[src/rtl/ivt_pkg.sv]
package ivt_pkg;

    localparam int unsigned SEL_W      = 2;
    localparam int unsigned NUM_TAPS   = 1 << SEL_W;

    // register field positions (software-visible layout)
    localparam int unsigned BIT_IE     = 0;
    localparam int unsigned BIT_FLAG   = 1;
    localparam int unsigned BIT_CLR    = 2;
    localparam int unsigned BIT_SEL_LO = 3;
    localparam int unsigned REG_W      = BIT_SEL_LO + SEL_W;

    typedef logic [SEL_W-1:0] sel_t;

    typedef struct packed {
        logic ie;
        logic flag;
        sel_t sel;
    } ctrl_state_t;

    typedef struct packed {
        logic wr;
        logic ie;
        logic flag_wr;
        logic clr;
        sel_t sel;
    } reg_write_t;

    function automatic reg_write_t decode_write(input logic en, input logic [REG_W-1:0] d);
        reg_write_t w;
        w.wr      = en;
        w.ie      = d[BIT_IE];
        w.flag_wr = d[BIT_FLAG];
        w.clr     = d[BIT_CLR];
        w.sel     = d[BIT_SEL_LO +: SEL_W];
        return w;
    endfunction

endpackage

[src/rtl/ivt_counter.sv]
module ivt_counter #(
    parameter int unsigned CNT_W = 22
) (
    input  logic             clk,
    input  logic             rst_n,
    input  logic             cnt_en,
    input  logic             clr,
    output logic [CNT_W-1:0] cnt_q
);

    typedef struct packed {
        logic [CNT_W-1:0] cnt;
    } cnt_state_t;

    cnt_state_t state_d, state_q;

    always_comb begin
        state_d = state_q;
        if (clr) begin
            state_d.cnt = '0;
        end else if (cnt_en) begin
            state_d.cnt = state_q.cnt + CNT_W'(1);
        end
    end

    always_ff @(posedge clk or negedge rst_n) begin
        if (!rst_n) begin
            state_q <= '0;
        end else begin
            state_q <= state_d;
        end
    end

    assign cnt_q = state_q.cnt;

    a_r1_count_up: assert property (@(posedge clk) disable iff (!rst_n)
        cnt_en && !clr |=> cnt_q == $past(cnt_q) + CNT_W'(1));

    a_r1_hold: assert property (@(posedge clk) disable iff (!rst_n)
        !cnt_en && !clr |=> $stable(cnt_q));

    a_r6_clear_zero: assert property (@(posedge clk) disable iff (!rst_n)
        clr |=> cnt_q == '0);

endmodule

[src/rtl/ivt_tap_detect.sv]
module ivt_tap_detect
    import ivt_pkg::*;
#(
    parameter int unsigned CNT_W = 22,
    parameter int unsigned TAPS [NUM_TAPS] = '{12, 14, 16, 21}
) (
    input  logic             cnt_en,
    input  logic [CNT_W-1:0] cnt,
    input  sel_t             sel,
    output logic             ovf
);

    // a tap wraps on an increment when it and every bit below it are ones
    logic [NUM_TAPS-1:0] full;

    for (genvar g = 0; g < NUM_TAPS; g++) begin : g_tap
        assign full[g] = &cnt[TAPS[g]:0];
    end

    always_comb begin
        ovf = cnt_en & full[sel];
    end

endmodule

[src/rtl/ivt_ctrl.sv]
module ivt_ctrl
    import ivt_pkg::*;
(
    input  logic             clk,
    input  logic             rst_n,
    input  reg_write_t       wr,
    input  logic             ovf,
    output logic             clr,
    output sel_t             sel,
    output logic             irq,
    output logic [REG_W-1:0] rd_data
);

    ctrl_state_t st_d, st_q;

    always_comb begin
        clr  = wr.wr & wr.clr;
        st_d = st_q;
        if (wr.wr) begin
            st_d.ie  = wr.ie;
            st_d.sel = wr.sel;
            if (!wr.flag_wr) begin
                st_d.flag = 1'b0;
            end
        end
        // a wrap wins over an acknowledge, a restart wins over a wrap
        if (ovf && !clr) begin
            st_d.flag = 1'b1;
        end
    end

    always_ff @(posedge clk or negedge rst_n) begin
        if (!rst_n) begin
            st_q <= '0;
        end else begin
            st_q <= st_d;
        end
    end

    always_comb begin
        sel                          = st_q.sel;
        irq                          = st_q.ie & st_q.flag;
        rd_data                      = '0;
        rd_data[BIT_IE]              = st_q.ie;
        rd_data[BIT_FLAG]            = st_q.flag;
        rd_data[BIT_CLR]             = 1'b1;
        rd_data[BIT_SEL_LO +: SEL_W] = st_q.sel;
    end

    a_r3_flag_set_any_ie: assert property (@(posedge clk) disable iff (!rst_n)
        ovf && !clr |=> st_q.flag);

    a_r3_flag_sticky: assert property (@(posedge clk) disable iff (!rst_n)
        st_q.flag && !(wr.wr && !wr.flag_wr) |=> st_q.flag);

    a_r5_write_one_ignored: assert property (@(posedge clk) disable iff (!rst_n)
        wr.wr && wr.flag_wr && !st_q.flag && !ovf |=> !st_q.flag);

    a_r6_clear_blocks_flag: assert property (@(posedge clk) disable iff (!rst_n)
        clr && !st_q.flag |=> !st_q.flag);

    a_r4_enable_pending: assert property (@(posedge clk) disable iff (!rst_n)
        wr.wr && wr.ie && wr.flag_wr && st_q.flag |=> irq);

    a_r7_no_stale_request: assert property (@(posedge clk) disable iff (!rst_n)
        wr.wr && wr.ie && !wr.flag_wr && !ovf |=> !irq);

endmodule

[src/rtl/ivt_timer.sv]
module ivt_timer
    import ivt_pkg::*;
#(
    parameter int unsigned CNT_W = 22,
    parameter int unsigned TAPS [NUM_TAPS] = '{12, 14, 16, 21}
) (
    input  logic             clk,
    input  logic             rst_n,
    input  logic             cnt_en,
    input  logic             wr_en,
    input  logic [REG_W-1:0] wr_data,
    output logic [REG_W-1:0] rd_data,
    output logic [CNT_W-1:0] count,
    output logic             irq
);

    reg_write_t wr_s;
    logic       clr_w;
    logic       ovf_w;
    sel_t       sel_w;

    always_comb begin
        wr_s = decode_write(wr_en, wr_data);
    end

    ivt_counter #(
        .CNT_W (CNT_W)
    ) i_counter (
        .clk    (clk),
        .rst_n  (rst_n),
        .cnt_en (cnt_en),
        .clr    (clr_w),
        .cnt_q  (count)
    );

    ivt_tap_detect #(
        .CNT_W (CNT_W),
        .TAPS  (TAPS)
    ) i_tap (
        .cnt_en (cnt_en),
        .cnt    (count),
        .sel    (sel_w),
        .ovf    (ovf_w)
    );

    ivt_ctrl i_ctrl (
        .clk     (clk),
        .rst_n   (rst_n),
        .wr      (wr_s),
        .ovf     (ovf_w),
        .clr     (clr_w),
        .sel     (sel_w),
        .irq     (irq),
        .rd_data (rd_data)
    );

    a_r2_wrap_raises_flag: assert property (@(posedge clk) disable iff (!rst_n)
        ovf_w && !(wr_en && wr_data[BIT_CLR]) |=> rd_data[BIT_FLAG]);

endmodule

[config.mk]
export PLATFORM = sky130hd
export DESIGN_NAME = ivt_timer
export DESIGN_NICKNAME = d
export VERILOG_FILES = /design/src/rtl/ivt_pkg.sv /design/src/rtl/ivt_counter.sv /design/src/rtl/ivt_tap_detect.sv /design/src/rtl/ivt_ctrl.sv /design/src/rtl/ivt_timer.sv
export SDC_FILE = /design/constraint.sdc
export NUM_CORES = 1
export LEC_CHECK = 0
export BUFFER_PORTS_ARGS = -buffer_cell sky130_fd_sc_hd__buf_4
export CELL_PAD_IN_SITES_DETAIL_PLACEMENT = 1
export CELL_PAD_IN_SITES_GLOBAL_PLACEMENT = 1
export CORE_ASPECT_RATIO = 1.1
export CORE_MARGIN = 2
export CORE_UTILIZATION = 39
export DETAILED_ROUTE_END_ITERATION = 7
export GPL_ROUTABILITY_DRIVEN = 0
export PLACE_DENSITY_LB_ADDON = 0.1
export SYNTH_ARGS = -nofsm -noshare
export SYNTH_HDL_FRONTEND = slang
export SYNTH_SLANG_ARGS = --single-unit
export TNS_END_PERCENT = 5
[constraint.sdc]
create_clock -name clk -period 2.7 [get_ports clk]
set_clock_uncertainty 0.2 [all_clocks]
set_input_delay 0.675 -clock clk [delete_from_list [all_inputs] [get_ports clk]]
set_output_delay 0.675 -clock clk [all_outputs]
set_load 0.02 [all_outputs]
==> run metrics, run 1 <==
DRC=0; Initial Util=41.4%; HP Class=primary input to asynchronous set/reset pin; DPL Wire Length=2.64 mm; synth warn=0; largest net degree at the start of global routing=27; post-synth top area share=46.5%; Final Worst Setup Slack=0.505 ns; WS Path Type=register to register; Post-CTS Setup Bufs=0; sw power=0.000251 W; final hold vios=0; Cell Rows=22; Syn Inst Count=143; fmax=456 MHz; fraction of registers with async set/reset=100%; clk slew on worst S/H paths=0.15 ns; PwrDens=503 nW/µm²; vias in the first global route=1208; vias per inst=5.58; Antenna Nets Post-Route=0; CTS resizes=0; unique cell type count in the Yosys netlist=38; # IOs=37; 1st-iter DRT viols=34; Mapped Area=1400 µm²; sequential share of power=50.8%; vias=1267; Post-Route Utilization=51.7%; pre-CTS WS=0.542 ns; post-synthesis xor/xnor area fraction=5.63%; Setup crit start kind=register; layout cells sized above 1=28.5%; post-synthesis mux area share=4.56%; syn_nets=154; worst r2r src=i_counter.cnt_q[7]; VDD IR max=0.319 mV; Die W=61.1 µm; die area=4090 µm²; clock share of power=31.3%; Static Leak=0.843 nW; combinational power share=17.9%; CTS Hold Bufs=0; total internal power=0.000628 W; Worst setup EP type=register; Simple-Gate Fraction of Synth Area=26.4%; Antenna Cells=0; Total Routed Length=3.63 mm; Port Buf Inserts=35; TritonRoute pass-1 iters=4; ys flop type=dfrtp_1; Required @ worst endpoint=2.77 ns; All-Layer GR Usage=19.4%; compound-cell area share of the yosys netlist=11.2%; Synth Area per Inst=9.79 µm²; TritonCTS clock tree=done; switch share=28.6%; first-pass GRT wire length=5.86 mm; Max clock buf depth=2; initial antenna violation count=0; H-tree levels=1; number of synthesized flops with an enable pin=0; final worst path period need=2.20 ns; largest family of logic cells by synthesized area=simple AND/OR/NAND/NOR gates; max cap viols=0; RSZ-0062 raised after global routing=no; most frequent cells in the layout=buf_4, dfrtp_1, nor2_1; synth top area cells=dfrtp_1, nor2_1, nand2_1; WL per Instance=16.0 µm; Tcrit/Tclk final=81.3%; CTS sink cnt=26; Die Height=66.8 µm; FF+latch count, synth=26; clock root buffer master=clkbuf_4; Final Setup Violations=0; Layout area overhead=24.9%; status=complete, no violations; Worst-Skew Late Latency=0.33 ns; Congestion Overflow GR=0; Adder-Cell Fraction of Synth Area=1.79%; largest area contributor in the netlist=dfrtp_1; Max FO, Critical Path=6; Seq/Total Area, Yosys=46.5%; Worst setup startpoint=i_counter.cnt_q[7]; fin. max-slew vios=0; commonest non-fill, non-tap cell in the layout=buf_4; Final TNS setup=0 ns; cts bufs inserted=3; CP arrival=2.27 ns; area of the core=3390 µm²; post-layout net count=191
## path summary, 6_finish.rpt
path	slack [ns]	end	cells past startpoint
worst max-delay path	0.50	i_counter.cnt_q[17]	4
worst min-delay path	0.02	i_counter.cnt_q[20]	1
worst max register to register	0.50	i_counter.cnt_q[17]	4
worst min register to register	0.35	i_ctrl.rd_data[0]	1
max in group asynchronous	2.02	i_counter.cnt_q[16]	1
min in group clk	0.35	i_ctrl.rd_data[0]	1
## per-layer routing
| layer | vias up | global-route usage [%] | share of wire (%) |
|---|---|---|---|
| met4 | 0 | 6.52 | 1.2 |
| met1 | 628 | 25.6 | 43 |
| li1 | 599 | - | - |
| met2 | 36 | 32.0 | 50 |
| met3 | 4 | 2.52 | 5.4 |
| met5 | - | 0 | 0 |
## cell usage after synthesis (all sizes together) (3+ instances only)
cell type	number
nor4	4
nand4	4
and3	4
mux2i	3
nand2	14
a21oi	7
nor3	3
or3	3
xnor2	4
buf	4
or4	3
mux2	3
nand3	8
nor2	17
dfrtp	26
xor2	5
o21ai	5
a31oi	3
and4	3
## stage by stage
stage / instance area (µm²) / total power, W / hold WS (ns) / instances
detailed placement: 1700 / 0.000614 / 0.325 / 223
floorplan: 1400 / 0.000538 / 0.179 / 143
finish: 1750 / 0.000880 / 0.0237 / 227
CTS: 1750 / 0.000894 / 0.0204 / 227
global placement: 1700 / 0.000610 / 0.312 / 223
global route: 1750 / 0.000926 / 0.0255 / 227
## worst max-delay path: stages, from the launching register on
cell,delay [ns]
dfrtp_1,0.50
nand4_4,0.16
or4_4,0.60
or4_1,0.51
a21oi_1,0.15
## sequential cells by signal (all words and copies together), names as in the netlist
name	cells
i_counter.cnt_q	22
i_ctrl.rd_data	2
i_ctrl.sel	2
## power by group through the flow
stage                     clock network [W]   logic, W  registers [W]
after floorplan                           0  0.0000615       0.000477
after global placement                    0   0.000157       0.000453
after detailed placement                  0   0.000160       0.000455
after CTS                          0.000286   0.000161       0.000447
after global routing               0.000300   0.000175       0.000451
final                              0.000275   0.000158       0.000447
## cell families after synthesis
family	Yosys count
other cells	1
buf+inv	7
xor+xnor	9
compound gates	24
simple gates	68
mux	6
flops	26
fa+ha+maj	2
## cell type report
class | count | area, µm²
Clock buffer | 3 | 22.5
Clock inverter | 1 | 30.0
Fill cell | 414 | 1640
Inverter | 1 | 3.75
Multi-Input combinational cell | 110 | 697
Sequential cell | 26 | 651
Tap cell | 48 | 60.1
Timing Repair Buffer | 38 | 285
Note: power is estimated with default switching activity, not from simulation.
==> inputs of run 2 (changes only) <==
Clock period 2.7 ns to 2.1 ns, I/O delays scaled along.
==> run 2 against run 1 <==
Effect of this change:
- register-to-register slack worse by 0.46 ns
- cell count increased by 7.9%
- first-iteration DRC count grew 62%
- critical path depth did not move
- die area unchanged
- sequential cell count is the same
- non-clock buffer count rose by 18
- highest routed layer unchanged
- via count up 3.6%
- sequential power rose by 26%
- wire length rose by 9.9%
==> run metrics, run 2 (synthesis gave the netlist of run 1 again) <==
1st-iter DRT viols=55; clock root buffer master=clkbuf_4; DRC=0; final hold vios=0; layout cells sized above 1=38.6%; area of the core=3390 µm²; Layout area overhead=35.3%; Worst-Skew Late Latency=0.35 ns; commonest non-fill, non-tap cell in the layout=buf_4; Antenna Nets Post-Route=0; status=complete, no violations; first-pass GRT wire length=6.39 mm; largest net degree at the start of global routing=27; R2R depth=4; vias in the first global route=1351; total area of sequential cells=657 µm²; area of the multi-input gates=724 µm²; Die Height=66.8 µm; Max FO, Critical Path=6; Antenna Cells=0; Hold Path Depth=2; fin. max-slew vios=0; hold slack=0.210 ns; number of flip-flops in the largest register=22; vias=1313; fmax=485 MHz; clk slew on worst S/H paths=0.16 ns; initial antenna violation count=0; Tcrit/Tclk final=98.1%; Static Leak=0.932 nW; Power, Total=0.00104 W; Max clock buf depth=2; Total Routed Length=3.98 mm; fill count=404; vias per inst=5.36; DPL Wire Length=2.86 mm; Worst setup EP type=register; post-layout net count=209; WL per Instance=16.3 µm; final worst path period need=2.06 ns; PwrDens=551 nW/µm²; All-Layer GR Usage=20.8%; TritonRoute pass-1 iters=4; Initial Util=41.4%; Congestion Overflow GR=0; CP arrival=2.15 ns; # IOs=37; Worst Max-Slew Pin Slew=0.519 ns; VDD IR max=0.367 mV; Setup crit start kind=register; Final Setup Violations=0; Cell Rows=22; H-tree levels=1; Die W=61.1 µm; Final TNS setup=0 ns; most frequent cells in the layout=buf_4, dfrtp_1, nor2_1; die area=4090 µm²; HP Class=primary input to register; cts bufs inserted=3; Port Buf Inserts=35; TritonCTS clock tree=done; max cap viols=0; RSZ-0062 raised after global routing=no; Slew headroom=65.4%; WS Path Type=register to register; CTS sink cnt=26; Required @ worst endpoint=2.19 ns
==> run 2: cell types whose count changed in the layout (fill, tap and decap cells not counted) <==
cell / change
a21oi_1: -1
a21oi_2: +1
buf_4: +17
bufinv_16: -1
clkbuf_1: +1
dfrtp_1: -5
dfrtp_2: +5
dlygate4sd3_1: +1
nand3_1: -1
nand3_2: +1
nor4_1: -1
nor4_4: +1
or4_1: -1
or4_4: +1
==> run 2: repair_timing <==
action	CTS	global route
hold buffers	1	0
gates resized for setup	1	4
cloned	0	0
endpoints found under the setup margin	1	5
pin swaps	0	3
setup buffers	0	3
hold endpoints to repair	26	0
==> run 2: area by class of cell <==
class,instances,area share (%)
repair buffers,56,22.3
inverters,1,0.198
well taps,48,3.17
multi-input cells,110,38.2
clock buffers,4,1.39
flip-flops and latches,26,34.7
==> run 2: worst max-delay path, stage by stage, from the launching register on <==
cell	delay, ns
dfrtp_1	0.43
nand3_2	0.16
or4_4	0.54
or4_1	0.51
a21oi_1	0.16
==> run 2: worst paths after layout <==
kind                                     startpoint  slack [ns]             endpoint
worst min register to register    i_ctrl.rd_data[0]        0.35    i_ctrl.rd_data[0]
min in group asynchronous                     rst_n        0.40  i_counter.cnt_q[14]
worst max register to register  i_counter.cnt_q[14]        0.04  i_counter.cnt_q[18]
max in group asynchronous                     rst_n        1.03   i_counter.cnt_q[8]
worst max-delay path            i_counter.cnt_q[14]        0.04  i_counter.cnt_q[18]
worst min-delay path                     wr_data[3]        0.21        i_ctrl.sel[0]
==> run 2: per-stage QoR <==
stage	worst slack (ns)	utilization [%]	cell area, µm²	instances
2_1_floorplan	0.0140	-	1410	143
3_3_place_gp	0.110	53.4	1810	237
3_5_place_dp	0.0277	53.4	1810	237
4_1_cts	0.0170	54.7	1850	242
5_1_grt	0.00100	55.9	1890	245
6_report	0.0400	55.9	1890	245
==> run 2: layer usage <==
metal  GRT usage (%)  up-vias  wire length [µm]
met2            35.1       31              2040
met4            8.42        0                46
met3            2.33        4               177
met1            26.3      654              1720
li1                -      624                 -
met5               0        -                 0
==> run 2: report_power, final <==
group          switching (W)  internal [W]  leakage (nW)
Clock               0.000168     0.0000749        0.0150
Sequential         0.0000307      0.000530         0.345
Combinational       0.000138      0.000101         0.572
==> inputs of run 3 (changes only) <==
Settings changed: ABC_AREA set to 1, CORE_UTILIZATION 39 to 37, SETUP_SLACK_MARGIN set to 0.05, SKIP_CTS_REPAIR_TIMING set to 1.
==> run 3 against run 2 <==
Effect of this change:
- power rose by 3.2%
- first-iteration DRC count grew 18%
- non-clock buffer count is 19 lower
==> run metrics, run 3 <==
status=complete, no violations; FF+latch count, synth=26; initial antenna violation count=0; vias=1450; Mapped Area=1490 µm²; Worst setup EP type=register; most instantiated cells after synthesis=nand2_1, nor2_1, inv_1, dfrtp_1, a21oi_1; Antenna Cells=0; TritonRoute pass-1 iters=3; placed insts=288; Antenna Nets Post-Route=0; number of synthesized flops with an enable pin=0; Worst-Skew Late Latency=0.28 ns; clock root buffer master=clkbuf_8; Syn Inst Count=202; RSZ-0062 raised after global routing=no; first-pass GRT wire length=7.25 mm; commonest non-fill, non-tap cell in the layout=nand2_1; post-synth top area share=43.7%; vias per inst=4.97; Initial Util=38.2%; 1st-iter DRT viols=65; layout cells sized above 1=25.4%; Synth Area per Inst=7.38 µm²; top-count cell post-synth=nand2_1; Layout area overhead=25.5%; Placed Area=1810 µm²; Cell Rows=24; final worst path period need=1.83 ns; All-Layer GR Usage=20.2%; register-to-register setup slack=0.27 ns; CTS sink cnt=26; clk slew on worst S/H paths=0.09 ns; WL per Instance=14.3 µm; Die Height=70.6 µm; max cap viols=0; unique cell type count in the Yosys netlist=24; Tcrit/Tclk final=87.2%; vias in the first global route=1532; most frequent cells in the layout=nand2_1, buf_4, nor2_1; TritonCTS clock tree=done; post-route insts no fill=292; fmax=546 MHz; hold slack=0.247 ns; H-tree levels=1; final hold vios=0; WS Path Type=register to register; DPL Wire Length=3.31 mm; ys flop type=dfrtp_1; largest net degree at the start of global routing=27; VDD IR max=0.325 mV; die area=4550 µm²; synth top area cells=dfrtp_1, nand2_1, nor2_1; Final TNS setup=0 ns; Max FO, Critical Path=4; Final Setup Violations=0; Static Leak=0.954 nW; Die W=64.5 µm; CP arrival=1.86 ns; Total Routed Length=4.18 mm; Required @ worst endpoint=2.12 ns; Congestion Overflow GR=0; largest area contributor in the netlist=dfrtp_1; fin area=1870 µm²; PwrDens=576 nW/µm²; Setup crit start kind=register; post-layout net count=253; DRC=0; Port Buf Inserts=35; number of flip-flops in the largest register=22; Seq/Total Area, Yosys=43.7%; # IOs=37; fin. max-slew vios=0; fraction of registers with async set/reset=100%; syn_nets=213; area of the core=3900 µm²; Max clock buf depth=2; cts bufs inserted=3; HP Class=primary input to register; synth warn=0
==> run 3: path summary, 6_finish.rpt <==
kind                                          from            endpoint  depth (start not counted)
worst max-delay path            i_counter.cnt_q[1]   i_ctrl.rd_data[1]                         10
worst min-delay path                    wr_data[0]   i_ctrl.rd_data[0]                          3
worst max register to register  i_counter.cnt_q[1]   i_ctrl.rd_data[1]                         10
worst min register to register   i_ctrl.rd_data[0]   i_ctrl.rd_data[0]                          2
max in group asynchronous                    rst_n  i_counter.cnt_q[0]                          2
min in group asynchronous                    rst_n  i_counter.cnt_q[4]                          2
==> run 3: report_power, final <==
group / leakage [nW] / internal [W] / total [W] / switching, W
Combinational: 0.581 / 0.0000853 / 0.000212 / 0.000126
Clock: 0.0216 / 0.000129 / 0.000296 / 0.000167
Sequential: 0.352 / 0.000532 / 0.000569 / 0.0000370
==> run 3: through the flow <==
stage          util, %  total power, W  worst slack, ns
2_1_floorplan        -        0.000685            0.239
3_3_place_gp      46.4        0.000779            0.274
3_5_place_dp      46.4        0.000792            0.155
4_1_cts           47.4         0.00109            0.142
5_1_grt           47.9         0.00113           0.0804
6_report          47.9         0.00108            0.268
==> run 3: critical path, cell delays in order, from the launching register on <==
cell     delay [ns]
dfrtp_1        0.41
ha_2           0.23
nand2_1        0.07
nor2_2         0.15
nand3_2        0.14
nor3_2         0.14
ha_1           0.17
a21oi_1        0.06
nand2_1        0.07
nand3_1        0.07
nand2_1        0.07
==> run 3: cells by family (layout without fill, tap and decap cells) <==
| logic type | Yosys count | in the layout | share of synthesized area (%) |
|---|---|---|---|
| other | 1 | 1 | 0.252 |
| flip-flops | 26 | 26 | 43.7 |
| AO/OA/AOI/OAI | 26 | 26 | 9.32 |
| adder cells (fa/ha/maj) | 2 | 2 | 1.68 |
| AND/OR/NAND/NOR | 117 | 117 | 37.0 |
| buffers and inverters | 30 | 68 | 8.06 |
==> run 3: metal layers <==
metal / wire length (µm) / share of wire [%] / global-route usage [%]
met1: 1770 / 42 / 24.8
met2: 2260 / 54 / 37.8
met3: 103 / 2.5 / 2.07
met4: 46 / 1.1 / 4.96
met5: 0 / 0 / 0
==> run 3: area by class of cell <==
class	count	area (µm²)
clock buffers	3	41.3
fillers	526	2030
inverters	28	105
multi-input cells	146	727
flip-flops and latches	26	652
well taps	52	65.1
repair buffers	37	280
